==> config.mk <==
export PLATFORM = sky130hd
export DESIGN_NAME = iop_gate
export DESIGN_NICKNAME = d
export VERILOG_FILES = /design/src/rtl/iop_pkg.sv /design/src/rtl/iop_priv.sv /design/src/rtl/iop_span.sv /design/src/rtl/iop_grant.sv /design/src/rtl/iop_gate.sv
export SDC_FILE = /design/constraint.sdc
export NUM_CORES = 1
export LEC_CHECK = 0
export BUFFER_PORTS_ARGS = -buffer_cell sky130_fd_sc_hd__buf_2
export CAP_MARGIN = 5
export CORE_MARGIN = 2
export CORE_UTILIZATION = 59
export DETAILED_ROUTE_END_ITERATION = 8
export PLACE_DENSITY = 0.82
export SLEW_MARGIN = 30
export SYNTH_ARGS = -nofsm -noshare
export SYNTH_HDL_FRONTEND = slang
export SYNTH_SLANG_ARGS = --single-unit
==> constraint.sdc <==
create_clock -name clk -period 6.1 [get_ports clk]
set_clock_uncertainty 0.2 [all_clocks]
set_input_delay 1.525 -clock clk [delete_from_list [all_inputs] [get_ports clk]]
set_output_delay 1.525 -clock clk [all_outputs]
set_load 0.005 [all_outputs]
==> src/rtl/iop_pkg.sv <==
package iop_pkg;

  typedef enum logic [2:0] {
    ST_IDLE,
    ST_CHECK,
    ST_FETCH,
    ST_WAIT,
    ST_DONE
  } iop_state_e;

  // number of consecutive ports covered by a width code
  function automatic logic [3:0] port_count(input logic [1:0] sz);
    case (sz)
      2'd0:    port_count = 4'd1;
      2'd1:    port_count = 4'd2;
      default: port_count = 4'd4;
    endcase
  endfunction

  // bits of bitmap byte idx that fall inside the port span [lo, hi]
  function automatic logic [7:0] bit_mask(input int unsigned lo,
                                          input int unsigned hi,
                                          input int unsigned idx);
    logic [7:0] m;
    for (int i = 0; i < 8; i++) begin
      m[i] = ((idx * 8 + i) >= lo) && ((idx * 8 + i) <= hi);
    end
    return m;
  endfunction

endpackage

==> src/rtl/iop_priv.sv <==
module iop_priv (
  input  logic [2:0] op,
  input  logic [1:0] cpl,
  input  logic [1:0] iopl,
  output logic       priv_ok,
  output logic       flag_op
);
  assign priv_ok = (cpl <= iopl);
  assign flag_op = op[2];
endmodule

==> src/rtl/iop_span.sv <==
module iop_span #(
  parameter int PORT_W = 16,
  parameter int BASE_W = 16,
  parameter int OFS_W  = 17
) (
  input  logic [PORT_W-1:0] port,
  input  logic [1:0]        size,
  input  logic [BASE_W-1:0] base,
  output logic [PORT_W:0]   bit_lo,
  output logic [PORT_W:0]   bit_hi,
  output logic [OFS_W-1:0]  ofs_lo,
  output logic [OFS_W-1:0]  ofs_hi
);
  import iop_pkg::*;
  localparam int IDX_W = PORT_W - 2;

  logic [IDX_W-1:0] idx_lo;
  logic [IDX_W-1:0] idx_hi;

  assign bit_lo = {1'b0, port};
  assign bit_hi = bit_lo + (PORT_W+1)'(port_count(size) - 4'd1);
  assign idx_lo = bit_lo[PORT_W:3];
  assign idx_hi = bit_hi[PORT_W:3];
  assign ofs_lo = OFS_W'(base) + OFS_W'(idx_lo);
  assign ofs_hi = OFS_W'(base) + OFS_W'(idx_hi);
endmodule

==> src/rtl/iop_grant.sv <==
module iop_grant #(
  parameter int PORT_W = 16
) (
  input  logic [7:0]        data,
  input  logic [PORT_W-2:0] idx,
  input  logic [PORT_W:0]   bit_lo,
  input  logic [PORT_W:0]   bit_hi,
  output logic              ok
);
  import iop_pkg::*;
  logic [7:0] need;
  assign need = bit_mask(32'(bit_lo), 32'(bit_hi), 32'(idx));
  assign ok   = ((data & need) == need);
endmodule

==> src/rtl/iop_gate.sv <==
module iop_gate #(
  parameter int PORT_W = 16,
  parameter int BASE_W = 16,
  parameter int OFS_W  = 17
) (
  input  logic              clk,
  input  logic              rst_n,
  input  logic              req_valid,
  output logic              req_ready,
  input  logic [2:0]        req_op,
  input  logic [PORT_W-1:0] req_port,
  input  logic [1:0]        req_size,
  input  logic [1:0]        cpl,
  input  logic [1:0]        iopl,
  input  logic [BASE_W-1:0] map_base,
  input  logic [OFS_W-1:0]  tss_limit,
  output logic              rd_valid,
  input  logic              rd_ready,
  output logic [OFS_W-1:0]  rd_addr,
  input  logic              rsp_valid,
  input  logic [7:0]        rsp_data,
  output logic              allow,
  output logic              fault
);
  import iop_pkg::*;
  localparam int IDX_W = PORT_W - 2;

  iop_state_e        state;
  logic [2:0]        op_q;
  logic [PORT_W-1:0] port_q;
  logic [1:0]        size_q;
  logic [1:0]        cpl_q;
  logic [1:0]        iopl_q;
  logic [BASE_W-1:0] base_q;
  logic [OFS_W-1:0]  lim_q;
  logic              second_q;
  logic              verdict_q;

  // named internal events
  logic              priv_ok;
  logic              flag_op;
  logic [PORT_W:0]   bit_lo;
  logic [PORT_W:0]   bit_hi;
  logic [OFS_W-1:0]  ofs_lo;
  logic [OFS_W-1:0]  ofs_hi;
  logic              in_range;
  logic              two_bytes;
  logic [IDX_W-1:0]  cur_idx;
  logic              byte_ok;
  logic              take_req;
  logic              rd_fire;
  logic              more_bytes;

  iop_priv u_priv (
    .op      (op_q),
    .cpl     (cpl_q),
    .iopl    (iopl_q),
    .priv_ok (priv_ok),
    .flag_op (flag_op)
  );

  iop_span #(.PORT_W(PORT_W), .BASE_W(BASE_W), .OFS_W(OFS_W)) u_span (
    .port   (port_q),
    .size   (size_q),
    .base   (base_q),
    .bit_lo (bit_lo),
    .bit_hi (bit_hi),
    .ofs_lo (ofs_lo),
    .ofs_hi (ofs_hi)
  );

  assign cur_idx = second_q ? bit_hi[PORT_W:3] : bit_lo[PORT_W:3];

  iop_grant #(.PORT_W(PORT_W)) u_grant (
    .data   (rsp_data),
    .idx    (cur_idx),
    .bit_lo (bit_lo),
    .bit_hi (bit_hi),
    .ok     (byte_ok)
  );

  assign in_range   = (ofs_hi <= lim_q);
  assign two_bytes  = (ofs_hi != ofs_lo);
  assign more_bytes = !second_q && two_bytes;
  assign req_ready  = (state == ST_IDLE);
  assign take_req   = req_valid && req_ready;
  assign rd_valid   = (state == ST_FETCH);
  assign rd_addr    = second_q ? ofs_hi : ofs_lo;
  assign rd_fire    = rd_valid && rd_ready;
  assign allow      = (state == ST_DONE) && verdict_q;
  assign fault      = (state == ST_DONE) && !verdict_q;

  always_ff @(posedge clk) begin
    if (take_req) begin
      op_q   <= req_op;
      port_q <= req_port;
      size_q <= req_size;
      cpl_q  <= cpl;
      iopl_q <= iopl;
      base_q <= map_base;
      lim_q  <= tss_limit;
    end
  end

  always_ff @(posedge clk) begin
    if (!rst_n) begin
      state     <= ST_IDLE;
      second_q  <= 1'b0;
      verdict_q <= 1'b0;
    end else begin
      case (state)
        ST_IDLE: begin
          if (take_req) state <= ST_CHECK;
        end
        ST_CHECK: begin
          second_q <= 1'b0;
          if (priv_ok) begin
            verdict_q <= 1'b1;
            state     <= ST_DONE;
          end else if (flag_op || !in_range) begin
            verdict_q <= 1'b0;
            state     <= ST_DONE;
          end else begin
            state <= ST_FETCH;
          end
        end
        ST_FETCH: begin
          if (rd_fire) state <= ST_WAIT;
        end
        ST_WAIT: begin
          if (rsp_valid) begin
            if (!byte_ok) begin
              verdict_q <= 1'b0;
              state     <= ST_DONE;
            end else if (more_bytes) begin
              second_q <= 1'b1;
              state    <= ST_FETCH;
            end else begin
              verdict_q <= 1'b1;
              state     <= ST_DONE;
            end
          end
        end
        default: state <= ST_IDLE;
      endcase
    end
  end
endmodule


==> results of run 1 <==
layout make-up:
cell class                 count  area (µm²)
inverter                      64       240.2
fill                         778        2751
sequential                    61        1783
clock inverter                 6       86.33
tap                          136       170.2
timing repair buffer         122       693.2
clock buffer                  10       137.6
multi-input combinational    538        4323
layout by cell type, fill, tap and decap left out, types with 14 or more instances in the layout:
master	synthesis	final
a21o_1	26	26
a21oi_1	41	37
buf_2	0	89
buf_4	0	33
conb_1	1	14
edfxtp_1	56	56
ha_1	90	85
inv_1	63	63
nand2_1	56	56
nor2_1	33	32
o21ai_0	43	40
xnor2_1	27	27
xor2_1	21	18
kinds of logic after synthesis:
logic type	Yosys count
AO/OA/AOI/OAI	194
XOR/XNOR	55
buffers and inverters	78
flip-flops	61
AND/OR/NAND/NOR	174
adder cells (fa/ha/maj)	93
multiplexers	8
other	1
state kept, by name, indices dropped and copies added (netlist names):
signal	flops
port_q	16
iopl_q	2
size_q	2
lim_q	17
base_q	16
verdict_q	1
op_q	1
cpl_q	2
second_q	1
state	3
power by group:
part / switching [µW] / leakage (µW) / internal, µW
clock: 174 / 0.000112 / 240
combinational: 832 / 0.00269 / 696
sequential: 39.0 / 0.000576 / 510
total: 1040 / 0.00338 / 1450
timing repair:
action / CTS / global route
resized for setup: 11 / 31
endpoints found under the setup margin: 6 / 10
buffers inserted: 5 / 9
pin swaps: 7 / 19
cell usage after synthesis (all sizes together), types with 4 or more instances:
master   n
mux2     4
edfxtp  56
nand3   17
xor2    23
o21a     7
nor2    33
o211ai   7
nor4     5
nand4   12
nor3     7
xnor2   29
nand2b   6
and2     8
a21o    26
or2      4
a31oi   11
a21boi   4
dfxtp    5
clkbuf  13
and3     6
mux2i    4
o31ai    8
a21oi   43
a221oi   7
o21ai   49
ha      90
a211oi   8
nand2   56
inv     64
nor2b    9
path summary, 6_finish.rpt:
kind / endpoint / slack [ps] / depth (start not counted)
min reg2reg: verdict_q / 290 / 2
min: verdict_q / 290 / 2
max reg2reg: second_q / 230 / 27
max: rd_addr[12] / -50 / 20
per-stage QoR:
| step | instances | setup slack, ps |
|---|---|---|
| final | 937 | -45.73 |
| after global routing | 937 | -173.0 |
| after CTS | 928 | 3.343 |
| after detailed placement | 907 | -12.22 |
| after global placement | 907 | 67.00 |
| after floorplan | 677 | 568.9 |
worst register-to-register path, cell delays in order, from the launching register on:
cell	delay [ps]
edfxtp_1	400
or2_2	310
ha_2	180
a21o_1	200
a21oi_4	200
o31ai_4	110
a31oi_4	240
o31ai_4	100
a31oi_2	210
buf_4	150
o31ai_4	90
a31o_2	260
xor2_2	150
buf_4	150
mux2_2	300
ha_4	290
nand3_2	80
or2_1	250
buf_4	140
nor2_2	120
a211oi_1	80
buf_4	180
nor2_1	100
a221oi_1	120
a2111oi_4	410
nand3_2	130
or3_1	400
a221oi_2	230
routing by layer:
metal  track usage  up-vias
met1        0.3546     2591
met3       0.05875       30
li1              -     2688
met4       0.09868        0
met2        0.4774      148
met5             0        -
==> run summary, run 1 <==
CP cell instances: ha_1 > a21o_1 > a21oi_4 > o31ai_4 > a31oi_4 > o31ai_4 > a31oi_2 > buf_4 > o31ai_4 > xor2_2 > ha_4 > buf_4 > nand3_1 > nand2b_1 > nand3_1 > o21ai_1 > xnor2_1 > nand2_1 > o21ai_0 > buf_2
Grt ovf: 0
Final worst slack: -45.73 ps
Top sig layer: met4
Most used cell, CP: o31ai_4
Post-synthesis instance area: 6106 µm²
Die Y: 105.7 µm
Hold Slack: 287.8 ps
RR Startpoint: size_q[1]
Initial DRC count: 355
Pre-antenna DRT Iters: 5
CP max FO: 4
Final Critical Period: 6146 ps
Top cell type's share of synthesized area: 0.2754
Post-Synth Simple-Gate Area: 0.1430
Core box area: 10180 µm²
Detail Placement HPWL: 12120 µm
Final Core Density: 0.7299
Routed vias/inst: 5.824
Worst Min Path Start: verdict_q
Gp weighted congestion: 0.8954
Vias in the first global route: 5393
CP Launch Type: register
Hold_buf cts: 0
Fin. Hold Viols: 0
Total track usage: 0.2811
Worst-margin pin slew: 849.4 ps
RSZ-0062 raised after global routing: true
Syn-to-layout area delta: 21.74%
Final ANT Viol Nets: 0
Kind of critical path: reg -> out
Total power: 2490 µW
DRC viols: 0
WL met2: 7835 µm
TNS Setup: -45.73 ps
Post-layout nets: 960
Cell chosen for the clock root: clkbuf_8
Synthesized-area fraction occupied by xor and xnor cells: 0.09078
Cts bufs inserted: 9
Setup crit end kind: output pin
Worst Path Buf+Inv: 3
Via count: 5457
Power Dens Cells: 335.0 nW/µm²
Mux contribution to synthesized area: 0.01393
Max cap viols: 0
Peak supply drop: 235.8 µV
Wire length per cell: 16.74 µm
Crit path DAT: 4420 ps
Hold Path Class: reg -> reg
Ys flop type: edfxtp_1
H-tree depth: 3
Compound-Gate Fraction of Synth Area: 0.2176
F_max: 162.7 MHz
# port buffers: 89
Routed WL: 15690 µm
Synth top area cells: edfxtp_1 28%, ha_1 18%, inv_1 3.9%, xnor2_1 3.9%, o21ai_0 3.5%
Final setup violation count: 1
Detailed-routed wire length on met3: 766 µm
Global-route wire length before repair: 24960 µm
CTS tree: yes
Dominant cell type by area after synthesis: edfxtp_1
Largest stage delay, worst path: 400 ps
Status: finished, violations left
DP Area: 6863 µm²
Clock sinks: 61
WL met1: 6756 µm
Initial Util: 0.5995
CP max-delay cell: edfxtp_1
Worst skew pair latency: 360 ps
Sequential cell area fraction in the yosys report: 0.2918
Max-slew headroom: 0.4337
Critical path origin: size_q[1]
Adder-Cell Fraction of Synth Area: 0.1943
Syn avg cell area: 9.196 µm²
Max Buffers Root-to-Sink: 2
ANT cells: 0
Final Cell Area: 7433 µm²
P_leak: 0.003380 µW
Pin count of the biggest net entering global routing: 57
Period utilisation layout: 1.007
Reg clk slew, reported paths: 80 ps
Yosys cell types: 75
Post-synth ARST share: 0
CP delay by family, top: compound AO/OA/AOI/OAI gates
Post-synth EDFFs: 56
Mapped Cells: 664
Initial antenna violation count: 0
Max-slew violation count: 0
Full die area: 11180 µm²
YS warnings: 0
Worst EP required: 4380 ps
Main combinational cell family by area after synthesis: compound AO/OA/AOI/OAI gates
I/O Pins: 92
Die X: 105.7 µm
Yosys reg bits: 61
Layout cells sized above 1: 0.2409
Violated checks: negative setup slack
FP Rows: 37
No activity file was read; power rests on OpenSTA's default activity.
==> inputs of run 2 (changes only) <==
Settings changed: PLACE_DENSITY 0.82 to 0.85.
==> run 2 against run 1 <==
The run now ends clean. Fmax up 2.3%. Clock power down 20%. Critical path type unchanged. Sequential power about the same. Final cell count up 0.11%. First-iteration DRC count down 1.7%. Largest power group unchanged. Utilization down 0.45 points. Non-clock buffer count up 1. Cell area down 0.62%. Hold slack better by 16 ps. Total power down 3.4%.
==> run summary, run 2 (synthesis gave the netlist of run 1 again) <==
# port buffers: 89
Routed vias/inst: 5.910
Initial antenna violation count: 0
Global-route wire length before repair: 25460 µm
Final setup violation count: 0
Final ANT Viol Nets: 0
Core box area: 10180 µm²
Crit path DAT: 4280 ps
Pre-CTS setup slack: -65.82 ps
Most common cell after layout, fill and taps aside: buf_2
Initial Util: 0.5995
P_leak: 0.003361 µW
Period utilisation layout: 0.9851
Crit path to: rd_addr[13]
CP Launch Type: register
FP Rows: 37
Pre-antenna DRT Iters: 5
Top flop regs: lim_q x17, base_q x16, port_q x16
I/O Pins: 92
Total power: 2405 µW
Pin count of the biggest net entering global routing: 57
Cell chosen for the clock root: clkbuf_8
Clock sinks: 61
Initial DRC count: 349
Peak supply drop: 211.0 µV
RR Startpoint: size_q[1]
FF-to-FF setup slack: 330 ps
Syn-to-layout area delta: 20.98%
Reg clk slew, reported paths: 70 ps
Layout cells sized above 1: 0.2319
Setup crit end kind: output pin
Critical path origin: size_q[1]
Commonest non-fill, non-tap cells in the layout: 89 x buf_2, 86 x ha_1, 62 x inv_1
Fin. Hold Viols: 0
Max-slew headroom: 0.5045
Largest stage delay, worst path: 390 ps
Via count: 5544
Gp weighted congestion: 0.8899
Worst skew pair latency: 350 ps
Power Dens Cells: 325.6 nW/µm²
Max Buffers Root-to-Sink: 2
Routed WL: 16010 µm
Max-slew violation count: 0
Final worst slack: 90.86 ps
Post-layout nets: 961
Worst Min Path Start: verdict_q
Kind of critical path: reg -> out
Die X: 105.7 µm
Die Y: 105.7 µm
Wire length per cell: 17.07 µm
CP cell instances: or2_4 > ha_2 > inv_1 > fa_2 > o21ai_2 > a21oi_2 > o21ai_2 > a21boi_0 > o31ai_1 > xor2_1 > ha_1 > inv_2 > o21bai_1 > a21oi_2 > o32ai_4 > buf_4 > a221oi_4 > nand2_1 > o21ai_0 > buf_2
Final Core Density: 0.7253
Top reg by flops: lim_q
Total track usage: 0.2877
H-tree depth: 3
Detail Placement HPWL: 12600 µm
Hold Path Class: reg -> reg
Grt ovf: 0
Max cap viols: 0
Worst-margin pin slew: 733.7 ps
R2r endpoint: second_q
Vias in the first global route: 5566
ANT cells: 0
TNS Setup: 0 ps
CTS tree: yes
Status: finished clean
Cts bufs inserted: 9
Worst EP required: 4380 ps
DRC viols: 0
Cells on worst reg2reg path: 24
CP max-delay cell: edfxtp_1
Final Critical Period: 6009 ps
CP max FO: 4
RSZ-0062 raised after global routing: true
F_max: 166.4 MHz
Full die area: 11180 µm²
Hold_buf cts: 0
Max reg flops: 17
## run 2: report_power, final
group          internal (µW)  switching (µW)
sequential               510            37.0
clock                    169             161
combinational            691             838
## run 2: cell type report
| cell class | instances | area (µm²) |
|---|---|---|
| Clock buffer | 13 | 158.9 |
| Clock inverter | 3 | 20.02 |
| Fill cell | 765 | 2798 |
| Inverter | 64 | 240.2 |
| Multi-Input combinational cell | 538 | 4315 |
| Sequential cell | 61 | 1782 |
| Tap cell | 136 | 170.2 |
| Timing Repair Buffer | 123 | 700.7 |
## run 2: critical path, delay by kind of cell, from the launching register on
family | cells | cell delay (ps)
compound gates | 10 | 1760
fa+ha+maj | 3 | 850
buf+inv | 4 | 460
flops | 1 | 390
xor+xnor | 1 | 250
simple gates | 2 | 200
## run 2: per-stage QoR
stage | cell area [µm²] | hold WS [ps] | cells
global route | 7387 | 321.5 | 938
detailed placement | 6899 | 291.4 | 912
floorplan | 6155 | 246.9 | 677
global placement | 6899 | 268.2 | 912
finish | 7387 | 304.0 | 938
CTS | 7149 | 301.6 | 931
## run 2: repair_timing
item                       in CTS  in global routing
hold endpoints to repair        0                  0
setup endpoints to repair       7                 12
buffers inserted                3                  7
pin swaps                       5                 17
resized for setup              10                 29
## run 2: layer usage
metal  vias to the layer above  global-route usage  wire length (µm)
li1                       2690                   -                 -
met1                      2662              0.3484              6700
met2                       161              0.5217              8157
met3                        31             0.03772               795
met4                         0              0.1024               353
met5                         -                   0                 0
## run 2: worst min path at each step
stage           endpoint  cells after the start
2_1_floorplan  verdict_q                      2
3_3_place_gp   verdict_q                      2
3_5_place_dp   verdict_q                      2
4_1_cts        verdict_q                      2
5_1_grt        verdict_q                      2
6_report       verdict_q                      2
==> inputs of run 3 (changes only) <==
Settings changed: CORE_UTILIZATION 59 to 60, PLACE_DENSITY 0.85 to 0.86, SYNTH_HIERARCHICAL set to 1.
==> run 3 against run 2 <==
Critical path depth fell by 2. Fmax is 4.9% lower. The flow now finishes with violations (negative setup slack). Via count increased by 19%. Global-route usage rose by 2.2 points. Sequential cell count unchanged. Area after synthesis grew 9.8%. Critical path type unchanged. Cell area increased by 15%. Wire length rose by 27%. Sequential share of layout area is 3.1 points lower.
==> run summary, run 3 <==
Violated checks: negative setup slack
CTS tree: yes
Initial Util: 0.6156
Worst Path Buf+Inv: 2
Power Dens Cells: 340.1 nW/µm²
Hold Slack: 275.1 ps
Total track usage: 0.3097
Seq pwr share: 0.190
Clock sinks: 61
FP Rows: 38
Final Critical Period: 6321 ps
RR Startpoint: size_q[0]
Cell chosen for the clock root: clkbuf_8
Fin. Hold Viols: 0
Total power: 2889 µW
Core box area: 10890 µm²
Period utilisation layout: 1.036
I/O Pins: 92
Setup crit end kind: output pin
Final ANT Viol Nets: 0
Wire length per cell: 19.81 µm
F_max: 158.2 MHz
Max-slew violation count: 0
Worst Min Path Start: verdict_q
Post-layout nets: 1049
Pin count of the biggest net entering global routing: 57
DRC viols: 0
Mapped Cells: 738
Psw: 1316 µW
CP Launch Type: register
# port buffers: 89
Routed vias/inst: 6.433
Full die area: 12030 µm²
Max cap viols: 0
Clock network power share: 0.134
Final setup violation count: 6
Vias in the first global route: 6118
R2r endpoint: state[1]
H-tree depth: 3
Cts bufs inserted: 9
Hold depth: 2
FF-to-FF setup slack: 40 ps
Hold_buf cts: 0
Layout cells sized above 1: 0.3363
CP max FO: 10
RSZ-0062 raised after global routing: true
Worst skew pair latency: 360 ps
Worst EP required: 4380 ps
Pre-antenna DRT Iters: 6
Largest stage delay, worst path: 390 ps
Most common cell after layout, fill and taps aside: buf_2
Commonest non-fill, non-tap cells in the layout: 87 x buf_2, 75 x inv_1, 74 x ha_1
Detail Placement HPWL: 13420 µm
Routed WL: 20320 µm
P_leak: 0.003708 µW
Critical path origin: size_q[0]
Reg clk slew, reported paths: 80 ps
Syn avg cell area: 9.082 µm²
CP max-delay cell: edfxtp_1
WHS Endpoint: verdict_q
Hold Path Class: reg -> reg
Via count: 6600
Grt ovf: 0
Peak supply drop: 258.7 µV
Gp weighted congestion: 0.9226
Final worst slack: -221.4 ps
Die X: 109.7 µm
Global-route wire length before repair: 28880 µm
Initial antenna violation count: 0
Cells on worst reg2reg path: 25
Top flop regs: lim_q x17, base_q x16, port_q x16
DP Area: 7437 µm²
Syn-to-layout area delta: 26.75%
Final Cell Area: 8496 µm²
Worst-margin pin slew: 856.1 ps
CP cell instances: or2_4 > ha_4 > ha_4 > buf_6 > ha_4 > a21o_1 > nand2_1 > o221ai_2 > a31oi_4 > xnor2_2 > ha_2 > a21o_1 > a211oi_2 > o31ai_1 > a21oi_1 > xnor2_1 > mux2_2 > buf_2
CP delay by family, top: compound AO/OA/AOI/OAI gates
YS warnings: 6
Status: finished, violations left
Switching power share of the total: 0.4556
Initial DRC count: 654
Max reg flops: 17
Top reg by flops: lim_q
Max Buffers Root-to-Sink: 2
ANT cells: 0
Comb pwr share: 0.676
Kind of critical path: reg -> out
Max-slew headroom: 0.4285
Pre-CTS setup slack: -62.62 ps
Most used cell, CP: ha_4
Die Y: 109.7 µm
Post-synthesis instance area: 6703 µm²
Int Pwr: 1573 µW
Crit path DAT: 4600 ps
-- run 3: power by group through the flow --
stage,Combinational [µW],Clock [µW],Sequential [µW]
after global placement,1470,0,547
after CTS,1660,390,542
after detailed placement,1540,0,550
after global routing,2090,411,553
after floorplan,1100,0,531
final,1950,387,548
-- run 3: timing repair --
item,4_1_cts,5_1_grt
gates resized for setup,54,64
endpoints found under the setup margin,12,14
buffers inserted,14,15
pin swaps,25,47
-- run 3: layer usage --
metal,track usage,vias up,wire length [µm]
met4,0.09946,0,796
met2,0.5251,376,9911
met1,0.3955,3120,8048
met5,0,-,0
met3,0.06224,81,1564
li1,-,3023,-
-- run 3: cell type report --
class	count	area (µm²)
flip-flops and latches	61	1782
inverters	79	296.5
clock buffers	9	123.9
clock inverters	7	82.58
multi-input cells	580	5101
repair buffers	150	934.6
well taps	140	175.2
fillers	664	2392
-- run 3: worst min-delay path: stages (launching register included) --
cell     delay [ps]
dfxtp_1         320
nand2_1          50
mux2i_1          60
-- run 3: how the worst max path moves through the flow --
stage / endpoint / cells after the start / slack, ps
after floorplan: rd_addr[16] / 18 / 260
after detailed placement: rd_addr[16] / 19 / -60
final: rd_addr[13] / 18 / -220
after CTS: rd_addr[14] / 19 / 3
after global routing: rd_addr[13] / 20 / -340
after global placement: rd_addr[16] / 19 / 50
-- run 3: through the flow --
step / utilization / cells / setup TNS (ps)
6_report: 0.7803 / 1026 / -473.3
5_1_grt: 0.7803 / 1026 / -1825
4_1_cts: 0.7345 / 1012 / 0
3_5_place_dp: 0.6831 / 982 / -220.4
3_3_place_gp: 0.6831 / 982 / 0
2_1_floorplan: - / 745 / 0
